--- src/rtl/uhr_pkg.sv ---
package uhr_pkg;
   localparam logic [2:0] OFF_DATA = 3'd0;
   localparam logic [2:0] OFF_IER  = 3'd1;
   localparam logic [2:0] OFF_IIR  = 3'd2;
   localparam logic [2:0] OFF_LCR  = 3'd3;
   localparam logic [2:0] OFF_MCR  = 3'd4;
   localparam logic [2:0] OFF_LSR  = 3'd5;
   localparam logic [2:0] OFF_MSR  = 3'd6;
   localparam logic [2:0] OFF_SCR  = 3'd7;

   localparam int EN_RX    = 0;
   localparam int EN_TX    = 1;
   localparam int EN_LINE  = 2;
   localparam int EN_MODEM = 3;
   localparam int LCR_DLAB = 7;
   localparam int MCR_LOOP = 4;
   localparam int FCR_ON   = 0;
   localparam int FCR_RXCLR = 1;

   typedef enum logic [3:0] {
      IRQ_MODEM  = 4'h0,
      IRQ_NONE   = 4'h1,
      IRQ_TXRDY  = 4'h2,
      IRQ_LINE   = 4'h6,
      IRQ_RXDATA = 4'hC
   } irq_code_t;
endpackage

--- src/rtl/uhr_rx_fifo.sv ---
module uhr_rx_fifo #(
   parameter int DEPTH = 16,
   parameter int DW    = 8
) (
   input  logic          clk,
   input  logic          rst_n,
   input  logic          flush,
   input  logic          flush_deep,
   input  logic          push,
   input  logic [DW-1:0] push_data,
   input  logic          pop,
   output logic [DW-1:0] head,
   output logic          empty,
   output logic          full
);
   localparam int PW = (DEPTH > 1) ? $clog2(DEPTH) : 1;
   localparam int CW = $clog2(DEPTH + 1);

   generate
      if (DEPTH < 2) begin : g_bad_depth
         $error("uhr_rx_fifo: DEPTH must be at least 2");
      end
      if (DW < 1) begin : g_bad_width
         $error("uhr_rx_fifo: DW must be positive");
      end
   endgenerate

   logic [DW-1:0] mem [DEPTH];
   logic [PW-1:0] wp_q, rp_q, wp_nxt, rp_nxt;
   logic [CW-1:0] cnt_q, cap;
   logic          deep_q, push_ok, pop_ok;

   generate
      if ((DEPTH & (DEPTH - 1)) == 0) begin : g_pow2
         assign wp_nxt = wp_q + PW'(1);
         assign rp_nxt = rp_q + PW'(1);
      end else begin : g_mod
         assign wp_nxt = (wp_q == PW'(DEPTH - 1)) ? '0 : wp_q + PW'(1);
         assign rp_nxt = (rp_q == PW'(DEPTH - 1)) ? '0 : rp_q + PW'(1);
      end
   endgenerate

   assign cap     = deep_q ? CW'(DEPTH) : CW'(1);
   assign empty   = (cnt_q == '0);
   assign full    = (cnt_q == cap);
   assign push_ok = push && !full;
   assign pop_ok  = pop && !empty;
   assign head    = mem[rp_q];

   always_ff @(posedge clk) begin
      if (!rst_n) begin
         wp_q   <= '0;
         rp_q   <= '0;
         cnt_q  <= '0;
         deep_q <= 1'b0;
      end else if (flush) begin
         wp_q   <= '0;
         rp_q   <= '0;
         cnt_q  <= '0;
         deep_q <= flush_deep;
      end else begin
         if (push_ok) wp_q <= wp_nxt;
         if (pop_ok)  rp_q <= rp_nxt;
         case ({push_ok, pop_ok})
            2'b10:   cnt_q <= cnt_q + CW'(1);
            2'b01:   cnt_q <= cnt_q - CW'(1);
            default: cnt_q <= cnt_q;
         endcase
      end
   end

   always_ff @(posedge clk) begin
      if (push_ok && !flush) mem[wp_q] <= push_data;
   end
endmodule

--- src/rtl/uhr_irq_sel.sv ---
module uhr_irq_sel
   import uhr_pkg::*;
(
   input  logic [3:0] enables,
   input  logic       overrun,
   input  logic       rx_avail,
   input  logic       tx_pend,
   input  logic       modem_delta,
   output irq_code_t  code
);
   always_comb begin
      if (overrun && enables[EN_LINE])           code = IRQ_LINE;
      else if (rx_avail && enables[EN_RX])       code = IRQ_RXDATA;
      else if (tx_pend && enables[EN_TX])        code = IRQ_TXRDY;
      else if (modem_delta && enables[EN_MODEM]) code = IRQ_MODEM;
      else                                       code = IRQ_NONE;
   end
endmodule

--- src/rtl/uart_host_regs.sv ---
module uart_host_regs
   import uhr_pkg::*;
#(
   parameter int FIFO_DEPTH = 16,
   parameter int REF_CLK_HZ = 1843200,
   parameter int BAUD       = 9600
) (
   input  logic       clk,
   input  logic       rst_n,
   input  logic       bus_sel,
   input  logic       bus_we,
   input  logic [2:0] bus_addr,
   input  logic [7:0] bus_wdata,
   output logic [7:0] bus_rdata,
   output logic       tx_valid,
   output logic [7:0] tx_data,
   input  logic       rx_valid,
   input  logic [7:0] rx_data,
   output logic       rx_ready,
   input  logic [7:0] modem_in,
   output logic       irq
);
   localparam int         RESET_DIV = REF_CLK_HZ / BAUD / 16;
   localparam logic [15:0] DIV_INIT = 16'(RESET_DIV);

   generate
      if (BAUD < 1 || RESET_DIV < 1 || RESET_DIV > 65535) begin : g_bad_div
         $error("uart_host_regs: reset divisor out of range");
      end
   endgenerate

   logic [7:0] dll_q, dlh_q, lcr_q, scr_q;
   logic [3:0] ier_q;
   logic [4:0] mcr_q;
   logic       fifo_on_q, lsr_oe_q, thre_pend_q, tx_valid_q;
   logic [7:0] tx_data_q;

   logic       dlab, loop, acc_wr, acc_rd;
   logic       wr_dll, wr_dlh, wr_thr, wr_ier, wr_fcr, wr_lcr, wr_mcr, wr_scr;
   logic       rd_rbr, rd_iir, rd_lsr;
   logic       fifo_flush, fifo_push, fifo_pop, fifo_empty, fifo_full;
   logic [7:0] fifo_head, fifo_wdata;
   irq_code_t  irq_code;

   assign dlab   = lcr_q[LCR_DLAB];
   assign loop   = mcr_q[MCR_LOOP];
   assign acc_wr = bus_sel && bus_we;
   assign acc_rd = bus_sel && !bus_we;

   assign wr_dll = acc_wr && dlab && (bus_addr == OFF_DATA);
   assign wr_dlh = acc_wr && dlab && (bus_addr == OFF_IER);
   assign wr_thr = acc_wr && !dlab && (bus_addr == OFF_DATA);
   assign wr_ier = acc_wr && !dlab && (bus_addr == OFF_IER);
   assign wr_fcr = acc_wr && (bus_addr == OFF_IIR);
   assign wr_lcr = acc_wr && (bus_addr == OFF_LCR);
   assign wr_mcr = acc_wr && (bus_addr == OFF_MCR);
   assign wr_scr = acc_wr && (bus_addr == OFF_SCR);
   assign rd_rbr = acc_rd && !dlab && (bus_addr == OFF_DATA);
   assign rd_iir = acc_rd && (bus_addr == OFF_IIR);
   assign rd_lsr = acc_rd && (bus_addr == OFF_LSR);

   // buffer control: enable toggle or explicit clear while enabled
   assign fifo_flush = wr_fcr && ((bus_wdata[FCR_ON] != fifo_on_q) ||
                                  (bus_wdata[FCR_ON] && bus_wdata[FCR_RXCLR]));
   assign fifo_push  = loop ? wr_thr : rx_valid;
   assign fifo_wdata = loop ? bus_wdata : rx_data;
   assign fifo_pop   = rd_rbr;
   assign rx_ready   = loop || !fifo_full;

   uhr_rx_fifo #(.DEPTH(FIFO_DEPTH), .DW(8)) u_fifo (
      .clk        (clk),
      .rst_n      (rst_n),
      .flush      (fifo_flush),
      .flush_deep (bus_wdata[FCR_ON]),
      .push       (fifo_push),
      .push_data  (fifo_wdata),
      .pop        (fifo_pop),
      .head       (fifo_head),
      .empty      (fifo_empty),
      .full       (fifo_full)
   );

   uhr_irq_sel u_irq (
      .enables     (ier_q),
      .overrun     (lsr_oe_q),
      .rx_avail    (!fifo_empty),
      .tx_pend     (thre_pend_q),
      .modem_delta (|modem_in[3:0]),
      .code        (irq_code)
   );

   assign irq = (irq_code != IRQ_NONE);

   always_ff @(posedge clk) begin
      if (!rst_n) begin
         dll_q       <= DIV_INIT[7:0];
         dlh_q       <= DIV_INIT[15:8];
         ier_q       <= '0;
         lcr_q       <= '0;
         mcr_q       <= '0;
         scr_q       <= '0;
         fifo_on_q   <= 1'b0;
         lsr_oe_q    <= 1'b0;
         thre_pend_q <= 1'b0;
         tx_valid_q  <= 1'b0;
         tx_data_q   <= '0;
      end else begin
         tx_valid_q <= 1'b0;
         if (wr_dll) dll_q <= bus_wdata;
         if (wr_dlh) dlh_q <= bus_wdata;
         if (wr_lcr) lcr_q <= bus_wdata;
         if (wr_mcr) mcr_q <= bus_wdata[4:0];
         if (wr_scr) scr_q <= bus_wdata;
         if (wr_fcr) fifo_on_q <= bus_wdata[FCR_ON];
         if (wr_ier) begin
            ier_q <= bus_wdata[3:0];
            if (!ier_q[EN_TX] && bus_wdata[EN_TX]) thre_pend_q <= 1'b1;
         end
         if (wr_thr) begin
            thre_pend_q <= 1'b1;
            if (loop) begin
               if (fifo_full) lsr_oe_q <= 1'b1;
            end else begin
               tx_valid_q <= 1'b1;
               tx_data_q  <= bus_wdata;
            end
         end
         if (rd_iir && (irq_code == IRQ_TXRDY)) thre_pend_q <= 1'b0;
         if (rd_lsr) lsr_oe_q <= 1'b0;
      end
   end

   assign tx_valid = tx_valid_q;
   assign tx_data  = tx_data_q;

   always_comb begin
      unique case (bus_addr)
         OFF_DATA: bus_rdata = dlab ? dll_q : (fifo_empty ? 8'hFF : fifo_head);
         OFF_IER:  bus_rdata = dlab ? dlh_q : {4'b0000, ier_q};
         OFF_IIR:  bus_rdata = {fifo_on_q, fifo_on_q, 2'b00, irq_code};
         OFF_LCR:  bus_rdata = lcr_q;
         OFF_MCR:  bus_rdata = {3'b000, mcr_q};
         OFF_LSR:  bus_rdata = {1'b0, 1'b1, 1'b1, 3'b000, lsr_oe_q, !fifo_empty};
         OFF_MSR:  bus_rdata = modem_in;
         OFF_SCR:  bus_rdata = scr_q;
         default:  bus_rdata = 8'hFF;
      endcase
   end
endmodule

--- config.mk ---
export PLATFORM = sky130hd
export DESIGN_NAME = uart_host_regs
export DESIGN_NICKNAME = d
export VERILOG_FILES = /design/src/rtl/uhr_pkg.sv /design/src/rtl/uhr_rx_fifo.sv /design/src/rtl/uhr_irq_sel.sv /design/src/rtl/uart_host_regs.sv
export SDC_FILE = /design/constraint.sdc
export NUM_CORES = 1
export LEC_CHECK = 0
export BUFFER_PORTS_ARGS = -buffer_cell sky130_fd_sc_hd__buf_2
export CORE_ASPECT_RATIO = 1.4
export CORE_UTILIZATION = 40
export DETAILED_ROUTE_END_ITERATION = 8
export GPL_ROUTABILITY_DRIVEN = 0
export HOLD_SLACK_MARGIN = 0.03
export PLACE_DENSITY = 0.61
export SLEW_MARGIN = 20
export SYNTH_ARGS = -nofsm -noshare
export SYNTH_HDL_FRONTEND = slang
export SYNTH_SLANG_ARGS = --single-unit
--- constraint.sdc ---
create_clock -name clk -period 3.6 [get_ports clk]
set_clock_uncertainty 0.1 [all_clocks]
set_input_delay 0.18 -clock clk [delete_from_list [all_inputs] [get_ports clk]]
set_output_delay 0.18 -clock clk [all_outputs]
set_load 0.01 [all_outputs]
==> results of run 1 <==
[flip-flops by register name, summed over array words and instances (netlist names), named ones only]
| signal | cells |
|---|---|
| dlh_q | 8 |
| dll_q | 8 |
| fifo_on_q | 1 |
| ier_q | 4 |
| lcr_q | 8 |
| lsr_oe_q | 1 |
| mcr_q | 5 |
| scr_q | 8 |
| thre_pend_q | 1 |
| tx_data | 8 |
| tx_valid | 1 |
| u_fifo.cnt_q | 5 |
| u_fifo.deep_q | 1 |
| u_fifo.mem | 128 |
| u_fifo.rp_q | 4 |
| u_fifo.wp_q | 4 |
[kinds of logic (layout without fill, tap and decap cells)]
kind of cell	count (synthesis)	in the layout	synth area share, %
fa+ha+maj	8	8	1.142
xor+xnor	10	10	0.9995
mux	102	102	16.04
flops	199	199	60.09
simple gates	185	185	11.40
buf+inv	54	124	2.799
compound gates	91	91	7.540
[worst max-delay path, cell delays in order (launching register included)]
cell	delay (ns)
dfxtp_1	0.48
or3b_2	0.47
a21oi_1	0.16
buf_4	0.16
nor2_1	0.08
inv_1	0.11
ha_1	0.31
xor2_1	0.11
ha_1	0.19
a21oi_1	0.24
a32o_1	0.21
a21oi_1	0.05
or3_1	0.32
a21oi_1	0.14
[power breakdown]
group / internal (mW) / total, mW / switching (mW)
clock network: 0.998 / 1.93 / 0.929
registers: 2.47 / 2.50 / 0.0265
logic: 0.154 / 0.399 / 0.245
[layer usage]
layer	wire length, um	part of all wire, %	vias up
li1	-	-	2560
met1	8874	42	2757
met2	10960	52	131
met3	726	3.5	28
met4	398	1.9	0
met5	0	0	-
[cell usage in the layout (no fill, tap or decap), types with 13 or more instances in the layout]
cell         n
nand3_1     13
nand2_1     38
nor2_1      34
mux2i_1     56
dfxtp_1     70
nor2b_1     45
buf_2       50
clkbuf_16   17
edfxtp_1   128
buf_4       26
mux2_2      17
o21ai_0     20
mux4_2      29
[worst min-delay path by stage]
stage	from	to	slack, ns	cells past startpoint
after floorplan	bus_wdata[4]	dll_q[4]	0.22	2
after global placement	dll_q[0]	dll_q[0]	0.35	2
after detailed placement	dll_q[3]	dll_q[3]	0.36	2
after CTS	bus_wdata[1]	dll_q[1]	0.05	3
after global routing	bus_wdata[1]	dll_q[1]	0.07	3
final	bus_wdata[1]	dll_q[1]	0.06	3
[stage by stage]
stage / util (%) / total power [mW] / worst slack (ns) / instances / cell area, sq um
floorplan: - / 2.787 / 0.5175 / 649 / 8762
global placement: 43.95 / 2.931 / 0.4194 / 973 / 9389
detailed placement: 43.95 / 2.943 / 0.3582 / 973 / 9389
CTS: 47.06 / 4.850 / 0.4303 / 1011 / 10050
global route: 47.06 / 4.982 / 0.1833 / 1011 / 10050
finish: 47.06 / 4.822 / 0.4197 / 1011 / 10050
[layout make-up]
type,instances,area share [%]
Inverter,9,0.3360
Clock buffer,17,4.231
Clock inverter,15,1.780
Multi-Input combinational cell,396,32.41
Tap cell,292,3.634
Sequential cell,199,52.38
Timing Repair Buffer,83,5.227
==> run summary, run 1 <==
RSZ-0062 raised after global routing - no
chip height - 177.1 um
syn avg cell area - 13.50 sq um
M3 GR Usage - 3.356%
Worst Max-Slew Pin Slew - 0.8638 ns
htree depth - 4
Fillers - 1873
final wirelength - 20960 um
Detail Route Antenna Nets - 0
Max Cap Viol - 0
routed length per placed instance - 20.73 um
n_diodes - 0
r2r setup slk - 0.42 ns
Mapped Area - 8762 sq um
post-synthesis async set-or-reset flop share - 0%
Initial Utilization - 41.02%
Post-synth top cells - edfxtp_1 (128), dfxtp_1 (71), mux2i_1 (56)
Chip Width - 127.1 um
worst skew pair latency - 0.43 ns
Max IR drop VDD - 320.4 uV
Worst Setup Start Kind - flip-flop
Yosys top cell area share - 43.87%
Slew Limit Fails - 0
fmax - 0.3144 GHz
crit-path max FO - 8
port bufs - 50
Vias - 5476
1st-iter DRT viols - 473
Slew HR - 42.41%
GR Util met1 - 24.05%
r2r startpoint - u_fifo.cnt_q[0]
Core Rows - 63
Fin Setup TNS - 0 ns
first-pass GRT wire length - 32360 um
initial antenna violation count - 0
vias per inst - 5.416
Nets - 746
Post-Syn Nets - 689
setup bufs post-CTS - 0
WP data required - 3.86 ns
crit path to - u_fifo.cnt_q[4]
Root Driver - clkbuf_16
EDFF count, synth - 128
Seq/Total Area, Yosys - 60.09%
worst setup path start - u_fifo.cnt_q[0]
clk slew on worst S/H paths - 0.07 ns
HPWL Detailed - 14350 um
Yosys top cell by area - edfxtp_1
global routing's busiest layer - met2
final hold vios - 0
CTS tree - built
synth unique cells - 62
Leakage - 3.348 nW
IO Count - 51
CTS resizes - 0
drt pass-1 iters - 4
Reg2Reg Capture Point - u_fifo.cnt_q[4]
Pwr per Cell Area - 479.6 nW/um^2
DRC viols - 0
Reg2Reg Depth - 13
core box area - 21360 sq um
total CTS buffers - 17
vias in the first global route - 5474
post-synthesis sequential element count - 199
layout cell share with drive strength beyond 1 - 23.23%
yosys warns - 0
Min-Delay Path Class - primary input to flip-flop
top post-synthesis cells by area - edfxtp_1 (44%), dfxtp_1 (16%), mux4_2 (7.5%)
most common cell in the netlist - edfxtp_1
Worst EP arrival - 3.44 ns
Synth Flop Type - edfxtp_1
Reg area - 5266 sq um
CP Class - flip-flop to flip-flop
worst hold margin - 0.05562 ns
Die ar. - 22510 sq um
Tcrit/Tclk final - 88.34%
Setup crit end kind - flip-flop
TritonCTS Sinks - 199
CTS max path bufs - 2
Hold-fix buffers, CTS - 6
GRT Total Usage - 19.48%
Multi-input gate area - 3258 sq um
GRT overflow - 0
GRT met2 Usage - 34.57%
Cells after Synth - 649
status - complete, no violations
largest net degree at the start of global routing - 56
# setup viols final - 0
Syn-to-layout area delta - 14.74%
post-layout minimum cycle time - 3.180 ns
(Power assumes the default switching activity.)
==> run 2, diff against run 1 <==
--- a/config.mk
+++ b/config.mk
@@ -5,13 +5,13 @@
 export SDC_FILE = /design/constraint.sdc
 export NUM_CORES = 1
 export LEC_CHECK = 0
-export BUFFER_PORTS_ARGS = -buffer_cell sky130_fd_sc_hd__buf_2
 export CORE_ASPECT_RATIO = 1.4
 export CORE_UTILIZATION = 40
 export DETAILED_ROUTE_END_ITERATION = 8
+export DONT_BUFFER_PORTS = 1
 export GPL_ROUTABILITY_DRIVEN = 0
 export HOLD_SLACK_MARGIN = 0.03
-export PLACE_DENSITY = 0.61
+export PLACE_DENSITY = 0.59
 export SLEW_MARGIN = 20
 export SYNTH_ARGS = -nofsm -noshare
 export SYNTH_HDL_FRONTEND = slang
==> run summary, run 2 (synthesis gave the netlist of run 1 again) <==
status - complete, no violations
routed length per placed instance - 21.80 um (+5.2%)
r2r startpoint - u_fifo.cnt_q[0]
# setup viols final - 0 (unchanged)
Max IR drop VDD - 337.6 uV (+5.4%)
Util after Layout - 46.17% (-0.89 points)
initial antenna violation count - 2 (+2)
Hold Crit Depth - 3 (unchanged)
IO Count - 51 (unchanged)
HPWL Detailed - 14160 um (-1.3%)
hold path endpoint - lsr_oe_q
M1 WL - 8429 um (-5.0%)
peak per-stage delay on the critical path - 0.48 ns (about the same)
port bufs - 0 (-100%)
cell area after layout - 9863 sq um (-1.9%)
Pwr per Cell Area - 492.2 nW/um^2 (+2.6%)
Initial Utilization - 41.02% (unchanged)
Top reg by flops - u_fifo.mem
largest net degree at the start of global routing - 55 (-1.8%)
max layer used - met4
RSZ-0062 raised after global routing - no
Root Driver - clkbuf_16
most frequent cells in the layout - edfxtp_1 (128), dfxtp_1 (70), mux2i_1 (56)
Fin Setup TNS - 0 ns (unchanged)
Min-Delay Path Class - primary input to flip-flop
Chip Width - 127.1 um (unchanged)
Hold-fix buffers, CTS - 16 (+10)
Nets - 696 (-6.7%)
drt pass-1 iters - 5 (+1)
pre-CTS setup slack - 0.4628 ns (+0.1046 ns)
post-route setup slack - 0.4338 ns (+0.01415 ns)
Syn-to-layout area delta - 12.57%
Die ar. - 22510 sq um (unchanged)
clk slew on worst S/H paths - 0.07 ns (about the same)
Tcrit/Tclk final - 87.95% (-0.39 points)
crit-path max FO - 8 (unchanged)
CTS resizes - 0 (unchanged)
worst hold margin - 0.05098 ns (-0.004636 ns)
Worst Setup Start Kind - flip-flop
GRT Total Usage - 19.28% (-0.21 points)
CTS tree - built
TritonCTS Sinks - 199 (unchanged)
Setup crit end kind - flip-flop
1st-iter DRT viols - 403 (-15%)
Reg2Reg Capture Point - u_fifo.cnt_q[4]
CP Class - flip-flop to flip-flop
Slew HR - 37.25% (-5.2 points)
commonest non-fill, non-tap cell in the layout - edfxtp_1
WP buf/inv - 1 (-1)
worst hold start - bus_sel
r2r setup slk - 0.43 ns (about the same)
worst skew pair latency - 0.44 ns (about the same)
vias per inst - 5.521 (+1.9%)
Post-Layout Cell Count - 963 (-4.7%)
Max Cap Viol - 0 (unchanged)
Reg2Reg Depth - 12 (-1)
Worst Max-Slew Pin Slew - 0.9378 ns (+0.07391 ns)
metal3 WL - 979 um (+35%)
Core Rows - 63 (unchanged)
CTS max path bufs - 2 (unchanged)
met2 wire length - 11030 um (+0.68%)
total CTS buffers - 17 (unchanged)
max reg flops - 128 (unchanged)
CP dominant cell by count - a21oi_1
layout cell share with drive strength beyond 1 - 16.29% (-6.9 points)
Vias - 5317 (-2.9%)
Worst EP arrival - 3.44 ns (about the same)
Crit path max-delay family - simple AND/OR/NAND/NOR gates
final wirelength - 20990 um (+0.17%)
htree depth - 4 (unchanged)
WP data required - 3.87 ns (about the same)
Detail Route Antenna Nets - 0 (unchanged)
first-pass GRT wire length - 31620 um (-2.3%)
Leakage - 3.127 nW (-6.6%)
setup bufs post-CTS - 0 (unchanged)
placed insts - 913 (-6.2%)
worst setup path start - u_fifo.cnt_q[0]
GRT overflow - 0 (unchanged)
Slowest-stage cell, CP - dfxtp_1
DRC viols - 0 (unchanged)
core box area - 21360 sq um (unchanged)
Total Power - 4.855 mW (+0.68%)
final hold vios - 0 (unchanged)
DP Area - 9064 sq um (-3.5%)
CP cell instances - or3b_2 -> a21oi_1 -> nor2_1 -> inv_1 -> ha_1 -> xor2_1 -> ha_1 -> a21oi_1 -> a32o_1 -> a21oi_1 -> or3_1 -> a21oi_1
chip height - 177.1 um (unchanged)
vias in the first global route - 5454 (-0.37%)
Slew Limit Fails - 0 (unchanged)
fmax - 0.3158 GHz (+0.45%)
post-layout minimum cycle time - 3.166 ns (-0.01415 ns)
## run 2: cell types whose count changed in the layout (fill, tap and decap cells not counted), moves of 2 or more
cell           delta
buf_2            -50
buf_4            -10
dlygate4sd3_1     +9
diode_2           +2
inv_6             +2
## run 2: per-layer routing
layer | vias to the layer above | global-route usage, %
met5 | - | 0
met4 | 0 | 8.631
li1 | 2456 | -
met2 | 170 | 34.27
met1 | 2656 | 21.99
met3 | 35 | 4.414
## run 2: layout make-up
cell class / count / area, sq um
diodes: 2 / 5.005
inverters: 9 / 33.78
repair buffers: 33 / 310.3
fillers: 1863 / 11500
flip-flops and latches: 199 / 5266
clock buffers: 17 / 425.4
multi-input cells: 396 / 3258
well taps: 292 / 365.4
clock inverters: 15 / 198.9
## run 2: worst reg2reg max path, cell delays in order (launching register included)
cell and delay [ns]:
dfxtp_1 0.48, or3b_2 0.47, a21oi_1 0.20, nor2_1 0.12
inv_1 0.11, ha_1 0.31, xor2_1 0.11, ha_1 0.18
a21oi_1 0.27, a32o_1 0.22, a21oi_1 0.06, or3_1 0.34
a21oi_1 0.14
## run 2: worst max path at each step
| stage | to | slack (ns) | cells past startpoint |
|---|---|---|---|
| after floorplan | u_fifo.cnt_q[4] | 0.52 | 13 |
| after global placement | u_fifo.cnt_q[4] | 0.65 | 12 |
| after detailed placement | u_fifo.cnt_q[4] | 0.46 | 12 |
| after CTS | u_fifo.cnt_q[4] | 0.45 | 12 |
| after global routing | u_fifo.cnt_q[4] | 0.21 | 12 |
| final | u_fifo.cnt_q[4] | 0.43 | 12 |
## run 2: power by group
group	switching (mW)	internal (mW)	leakage, nW
Sequential	0.0275	2.47	1.73
Combinational	0.225	0.140	1.09
Clock	0.926	1.07	0.306
